[src/rtl/tone_pkg.sv]
package tone_pkg;
  localparam int CODE_W = 4;
  localparam int CNT_W  = 16;
  localparam int NUM_KEYS = 7;

  typedef logic [CODE_W-1:0] note_code_t;
  typedef logic [CNT_W-1:0]  half_cnt_t;

  // Terminal count (in tone ticks) for each note code; 0 means rest.
  function automatic half_cnt_t half_of(note_code_t code, bit alt_low5);
    half_cnt_t h;
    case (code)
      4'd1:  h = 16'd11472;
      4'd2:  h = 16'd10216;
      4'd3:  h = 16'd9101;
      4'd4:  h = 16'd8590;
      4'd5:  h = 16'd7653;
      4'd6:  h = 16'd6818;
      4'd7:  h = 16'd6060;
      4'd8:  h = 16'd22900;
      4'd9:  h = 16'd20408;
      4'd10: h = 16'd18181;
      4'd11: h = alt_low5 ? 16'd14447 : 16'd15267;
      4'd12: h = 16'd13605;
      4'd13: h = 16'd5733;
      4'd14: h = 16'd5108;
      4'd15: h = 16'd4551;
      default: h = '0;
    endcase
    return h;
  endfunction
endpackage

[src/rtl/tick_divider.sv]
module tick_divider #(
  parameter int DIV = 10
) (
  input  logic clk,
  input  logic rst,
  output logic tick
);
  localparam int W = (DIV > 1) ? $clog2(DIV) : 1;

  generate
    if (DIV <= 1) begin : g_pass
      assign tick = 1'b1;
    end else begin : g_count
      localparam logic [W-1:0] LAST = W'(DIV - 1);
      logic [W-1:0] phase;

      always_ff @(posedge clk) begin
        if (rst)                phase <= '0;
        else if (phase == LAST) phase <= '0;
        else                    phase <= phase + 1'b1;
      end

      assign tick = (phase == LAST);


      tick_spacing_chk: assert property (@(posedge clk) disable iff (rst)
        tick |=> !tick);
    end
  endgenerate
endmodule

[src/rtl/note_select.sv]
module note_select
  import tone_pkg::*;
#(
  parameter bit ALT_LOW5 = 1'b0
) (
  input  logic                clk,
  input  logic                rst,
  input  logic [NUM_KEYS-1:0] keys_n,
  input  logic                play_mode,
  input  logic                seq_valid,
  output logic                seq_ready,
  input  note_code_t          seq_code,
  output half_cnt_t           half_q,
  output note_code_t          note_q
);
  logic [NUM_KEYS-1:0] pressed;
  logic                single;
  note_code_t          key_code;
  note_code_t          held_code;
  note_code_t          src_code;

  assign pressed   = ~keys_n;
  assign single    = ($countones(pressed) == 1);
  assign seq_ready = play_mode;

  always_comb begin
    key_code = '0;
    for (int i = 0; i < NUM_KEYS; i++)
      if (pressed[i]) key_code = note_code_t'(i + 1);
  end

  always_ff @(posedge clk) begin
    if (rst)                         held_code <= '0;
    else if (seq_valid && seq_ready) held_code <= seq_code;
  end

  assign src_code = play_mode ? held_code : (single ? key_code : '0);

  always_ff @(posedge clk) begin
    if (rst) begin
      half_q <= '0;
      note_q <= '0;
    end else begin
      half_q <= half_of(src_code, ALT_LOW5);
      if (src_code != '0) note_q <= src_code;
    end
  end


  seq_capture_chk: assert property (@(posedge clk) disable iff (rst)
    (seq_valid && play_mode) |=> (held_code == $past(seq_code)));


  seq_hold_chk: assert property (@(posedge clk) disable iff (rst)
    !play_mode |=> $stable(held_code));
endmodule

[src/rtl/half_period_gen.sv]
module half_period_gen
  import tone_pkg::*;
(
  input  logic      clk,
  input  logic      rst,
  input  logic      tick,
  input  half_cnt_t half,
  output logic      buzz
);
  half_cnt_t cnt;

  always_ff @(posedge clk) begin
    if (rst) begin
      cnt  <= '0;
      buzz <= 1'b0;
    end else if (tick) begin
      if (half == '0) begin
        cnt  <= '0;
        buzz <= 1'b0;
      end else if (cnt >= half) begin
        cnt  <= '0;
        buzz <= ~buzz;
      end else begin
        cnt <= cnt + 1'b1;
      end
    end
  end


  buzz_on_tick_chk: assert property (@(posedge clk) disable iff (rst)
    (buzz != $past(buzz)) |-> $past(tick));


  rest_silent_chk: assert property (@(posedge clk) disable iff (rst)
    (tick && half == '0) |=> (!buzz && cnt == '0));


  overrun_clear_chk: assert property (@(posedge clk) disable iff (rst)
    (tick && half != '0 && cnt >= half) |=> (cnt == '0 && buzz != $past(buzz)));
endmodule

[src/rtl/tone_keyboard.sv]
module tone_keyboard
  import tone_pkg::*;
#(
  parameter int TICK_DIV = 10,
  parameter bit ALT_LOW5 = 1'b0
) (
  input  logic         clk,
  input  logic         rst,
  input  logic [6:0]   keys_n,
  input  logic         play_mode,
  input  logic         seq_valid,
  output logic         seq_ready,
  input  logic [3:0]   seq_code,
  output logic         buzz,
  output logic [3:0]   note_num
);
  logic      tick;
  half_cnt_t half_q;

  tick_divider #(.DIV(TICK_DIV)) u_div (
    .clk  (clk),
    .rst  (rst),
    .tick (tick)
  );

  note_select #(.ALT_LOW5(ALT_LOW5)) u_sel (
    .clk       (clk),
    .rst       (rst),
    .keys_n    (keys_n),
    .play_mode (play_mode),
    .seq_valid (seq_valid),
    .seq_ready (seq_ready),
    .seq_code  (seq_code),
    .half_q    (half_q),
    .note_q    (note_num)
  );

  half_period_gen u_gen (
    .clk  (clk),
    .rst  (rst),
    .tick (tick),
    .half (half_q),
    .buzz (buzz)
  );


  reset_clear_chk: assert property (@(posedge clk)
    rst |=> (!buzz && note_num == '0));
endmodule

[config.mk]
export PLATFORM = sky130hd
export DESIGN_NAME = tone_keyboard
export DESIGN_NICKNAME = d
export VERILOG_FILES = /design/src/rtl/tone_pkg.sv /design/src/rtl/tick_divider.sv /design/src/rtl/note_select.sv /design/src/rtl/half_period_gen.sv /design/src/rtl/tone_keyboard.sv
export SDC_FILE = /design/constraint.sdc
export NUM_CORES = 1
export LEC_CHECK = 0
export ABC_CLOCK_PERIOD_IN_PS = 4400
export BUFFER_PORTS_ARGS = -buffer_cell sky130_fd_sc_hd__buf_2
export CORE_ASPECT_RATIO = 1.5
export CORE_MARGIN = 1.5
export CORE_UTILIZATION = 40
export CTS_CLUSTER_SIZE = 20
export DETAILED_ROUTE_END_ITERATION = 6
export PLACE_DENSITY = 0.64
export RECOVER_POWER = 50
export SLEW_MARGIN = 40
export SYNTH_ARGS = -nofsm -noshare
export SYNTH_HDL_FRONTEND = slang
export SYNTH_SLANG_ARGS = --single-unit
[constraint.sdc]
create_clock -name clk -period 4.4 [get_ports clk]
set_input_delay 0.22 -clock clk [delete_from_list [all_inputs] [get_ports clk]]
set_output_delay 0.22 -clock clk [all_outputs]
set_load 0.02 [all_outputs]
==> results.md <==
- Area of the die: 7360 µm²
- Leakage power figure: 1.15 nW
- Vias post-DR: 2217
- Largest fanout on the critical path: 8
- Beginning of the worst register-to-register path: u_gen.cnt[13]
- Avg Cell Area, Syn: 8.39 µm²
- Count of final max-slew check failures: 41
- Post-Route WL: 5680 µm
- Buffer cell driving the clock tree root: sky130_fd_sc_hd__clkbuf_8
- Antenna Nets Post-Route: 0
- Area Overhead vs Synth: 8.46%
- Gate Count Post-Synth: 326
- Post-synth EDFFs: 0
- Crit-path cells: buf_2 > inv_1 > ha_1 > fa_1 > ha_1 > inv_1 > fa_1 > and2_1 > o2111ai_4 > o21a_1 > inv_1 > ha_1 > or3_1 > o21ai_0 > a211oi_1
- Final weighted congestion in routability-driven placement: 0.778
- Cell Pwr Density: 343 nW/µm²
- Maximum achievable frequency: 287 MHz
- Number of cells after detailed placement: 412
- Final Hold Violating Endpoints: 0
- Share of power burned in the clock network: 29.6%
- Worst path slowest cell: sky130_fd_sc_hd__fa_1
- Number of cells on the worst reg-to-reg path: 7
- Most used flip-flop cell after synthesis: sky130_fd_sc_hd__dfxtp_1
- Unrepaired setup endpoints after global routing: no
- Width of the die: 70.5 µm
- Maximum resistive drop on vdd: 0.215 mV
- Initial standard-cell utilization of the core: 41.6%
- Slew at the pin with the worst max-slew slack: 1.78 ns
- Iteration-0 DRC count of the detailed router: 78
- Portion of total power attributed to combinational logic: 26.7%
- Io pins: 21
- Initial antenna violation count: 0
- Number of placement rows: 36
- Max-capacitance violation count: 1
- Share of final-layout standard cells stronger than drive strength 1: 7.89%
- Number of buffer and inverter stages on the critical path: 4
- Total Nets Final: 391
- Post-route cell area: 2970 µm²
- H-Tree Depth: 2
- Global-route wire length before repair: 9650 µm
- Setup bufs post-CTS: 0
- Class of the tightest hold or removal check: in -> reg
- CTS Sinks: 44
- Required time at the worst-slack endpoint: 4.50 ns
- Netlist area before placement: 2740 µm²
- Worst slew margin relative to its limit: -18.4%
- Cell internal pwr: 0.000696 W
- Switching power: 0.000321 W
- Total grt overflow: 0
- Post-cts resize count: 0
- Setup-violating endpoint count in the final report: 0
- Largest stage delay on the critical path: 0.51 ns
- Distinct cell type count of the synthesized netlist: 51
- Count of unresolved DRC violations after routing: 0
- Levels on crit path: 15
- Capturing element of the worst setup path: u_sel.half_q[2]
- Hold path startpoint: seq_code[0]
- FILL cells: 664
- Number of global-route vias before repair: 2146
- Leading area contributor after synthesis: sky130_fd_sc_hd__dfxtp_1
- GRT Total Usage: 16.1%
- Fraction of the yosys area taken by sequential cells: 32.2%
- Half-perimeter wire length after placement: 4370 µm
- Source-to-sink clock delay at the later pin of the worst-skew pair: 0.30 ns
- Period minus WS final: 3.48 ns
- Register-to-register path setup slack: 1.83 ns
- Fin Setup TNS: 0 ns
- Floorplan die height: 104 µm
- Warnings from Yosys: 0
- Largest net degree at the start of global routing: 41
- Startpoint class of the critical path: input port
- Clock Skew: 0.00750 ns
- Final antenna diode count: 0
- Share of the synthesized area in the top cell type: 32.2%
- Buffers on Ports: 20
- Crit path arrival time: 3.59 ns
- Fraction of power consumed by sequential logic: 43.7%
- TritonCTS clock tree: built
- Seq cells post-synth: 44
- Clock transition at path regs: 0.08 ns
- Share of synthesized registers carrying an async set or reset: 0%
- Violated checks: max-capacitance violations, max-slew violations
- Area of the core: 6580 µm²
- Setup Crit Path Kind: in -> reg
- Hold Buf Count CTS: 0
- Status: finished, violations left
- Routed via count divided by cell count: 5.30
- Cell area after placement: 2880 µm²
- Switching Fraction: 31.6%
- Post-route insts no fill: 418
- Endpoint kind of the worst setup timing path: flip-flop
- Per-cell routed wire length: 13.6 µm
- Family with the most delay on the worst path: adder cells
- Crit Reg-Reg Endpoint: u_gen.buzz
- First-pass DRT Iterations: 4
- TritonCTS Buffers: 5
- Nets in the synthesized netlist: 374
- Utilization after layout: 45.1%
- Final worst-path cycle share: 79.2%
- Number of buffers on the longest clock path: 2
- Most area-consuming cells after synthesis: sky130_fd_sc_hd__dfxtp_1 (32%), sky130_fd_sc_hd__ha_1 (14%), sky130_fd_sc_hd__inv_1 (5.5%)
- Start point of the critical path: keys_n[4]
- Cell count of the worst hold path: 3
layout by cell type (no fill, tap or decap), types with 4 or more instances in the layout:
| master | count |
|---|---|
| sky130_fd_sc_hd__a21oi_1 | 15 |
| sky130_fd_sc_hd__a211oi_1 | 7 |
| sky130_fd_sc_hd__clkbuf_8 | 5 |
| sky130_fd_sc_hd__nand3_1 | 13 |
| sky130_fd_sc_hd__ha_1 | 30 |
| sky130_fd_sc_hd__nor3_1 | 22 |
| sky130_fd_sc_hd__nor2_1 | 24 |
| sky130_fd_sc_hd__dfxtp_1 | 44 |
| sky130_fd_sc_hd__nand2_1 | 31 |
| sky130_fd_sc_hd__xor2_1 | 4 |
| sky130_fd_sc_hd__clkbuf_1 | 8 |
| sky130_fd_sc_hd__inv_1 | 40 |
| sky130_fd_sc_hd__nor4_1 | 5 |
| sky130_fd_sc_hd__nand4_1 | 4 |
| sky130_fd_sc_hd__o21ai_0 | 10 |
| sky130_fd_sc_hd__buf_2 | 13 |
| sky130_fd_sc_hd__xnor2_1 | 11 |
power by group through the flow:
stage	Sequential [W]	Combinational, W	Clock (W)
final	0.000444	0.000272	0.000301
after global routing	0.000447	0.000305	0.000324
after CTS	0.000444	0.000276	0.000312
after detailed placement	0.000454	0.000275	0
after global placement	0.000453	0.000271	0
after floorplan	0.000456	0.000209	0
stage by stage:
step	setup slack, ns	total power (W)	hold WS, ns
CTS	0.965	0.00103	0.156
detailed placement	0.637	0.000729	0.452
floorplan	0.876	0.000665	0.367
global route	0.692	0.00108	0.158
finish	0.917	0.00102	0.166
global placement	0.714	0.000724	0.446
synthesized netlist by cell type, types with 3 or more instances:
library cell               instances
sky130_fd_sc_hd__a211oi_1          7
sky130_fd_sc_hd__a21oi_1          15
sky130_fd_sc_hd__and2_1            3
sky130_fd_sc_hd__and4_1            3
sky130_fd_sc_hd__buf_2             4
sky130_fd_sc_hd__buf_4             3
sky130_fd_sc_hd__clkbuf_1          5
sky130_fd_sc_hd__dfxtp_1          44
sky130_fd_sc_hd__fa_1              3
sky130_fd_sc_hd__ha_1             30
sky130_fd_sc_hd__inv_1            40
sky130_fd_sc_hd__mux2i_1           3
sky130_fd_sc_hd__nand2_1          31
sky130_fd_sc_hd__nand3_1          13
sky130_fd_sc_hd__nand4_1           4
sky130_fd_sc_hd__nor2_1           24
sky130_fd_sc_hd__nor3_1           22
sky130_fd_sc_hd__nor4_1            5
sky130_fd_sc_hd__o211ai_1          3
sky130_fd_sc_hd__o21ai_0          10
sky130_fd_sc_hd__xnor2_1          11
sky130_fd_sc_hd__xor2_1            4
metal layers:
| layer | wire (µm) | GRT usage, % |
|---|---|---|
| met1 | 2390 | 17.7 |
| met2 | 3100 | 30.6 |
| met3 | 102 | 2.91 |
| met4 | 85 | 5.12 |
| met5 | 0 | 0 |
tightest hold or removal path: cells and delay by family:
kind | cells | cell delay (ns)
compound gates | 1 | 0.05
simple gates | 1 | 0.05
buf+inv | 1 | 0.10
cell type report:
cell class | count | area [µm²] | share of cell area, %
multi-input combinational | 229 | 1630 | 55.0
timing repair buffer | 23 | 110 | 3.71
clock buffer | 5 | 68.8 | 2.32
sequential | 44 | 881 | 29.7
clock inverter | 1 | 30.0 | 1.01
tap | 76 | 95.1 | 3.20
inverter | 40 | 150 | 5.06
how the worst min path moves through the flow:
stage                                    end
final                     u_sel.held_code[0]
after global routing      u_sel.held_code[0]
after CTS                 u_sel.held_code[3]
after detailed placement  u_sel.held_code[0]
after global placement    u_sel.held_code[1]
after floorplan           u_sel.held_code[0]
cells by family (layout without fill, tap and decap cells):
kind of cell               Yosys count  count (layout)  synth area share, %
and+or+nand+nor                    118             118                 21.2
AOI/OAI and AO/OA                   58              58                 15.7
buffers and inverters               53              69                 8.14
DFF                                 44              44                 32.2
adders and majority gates           33              33                 15.9
xor gates and xnor gates            15              15                 4.80
muxes                                5               5                 2.06
flip-flops by register name, summed over array words and instances (netlist names):
name	flops
u_sel.half_q	15
u_sel.note_q	4
u_gen.cnt	16
u_div.g_count.phase	4
u_sel.held_code	4
u_gen.buzz	1
Power figures use the tool's default switching activity.
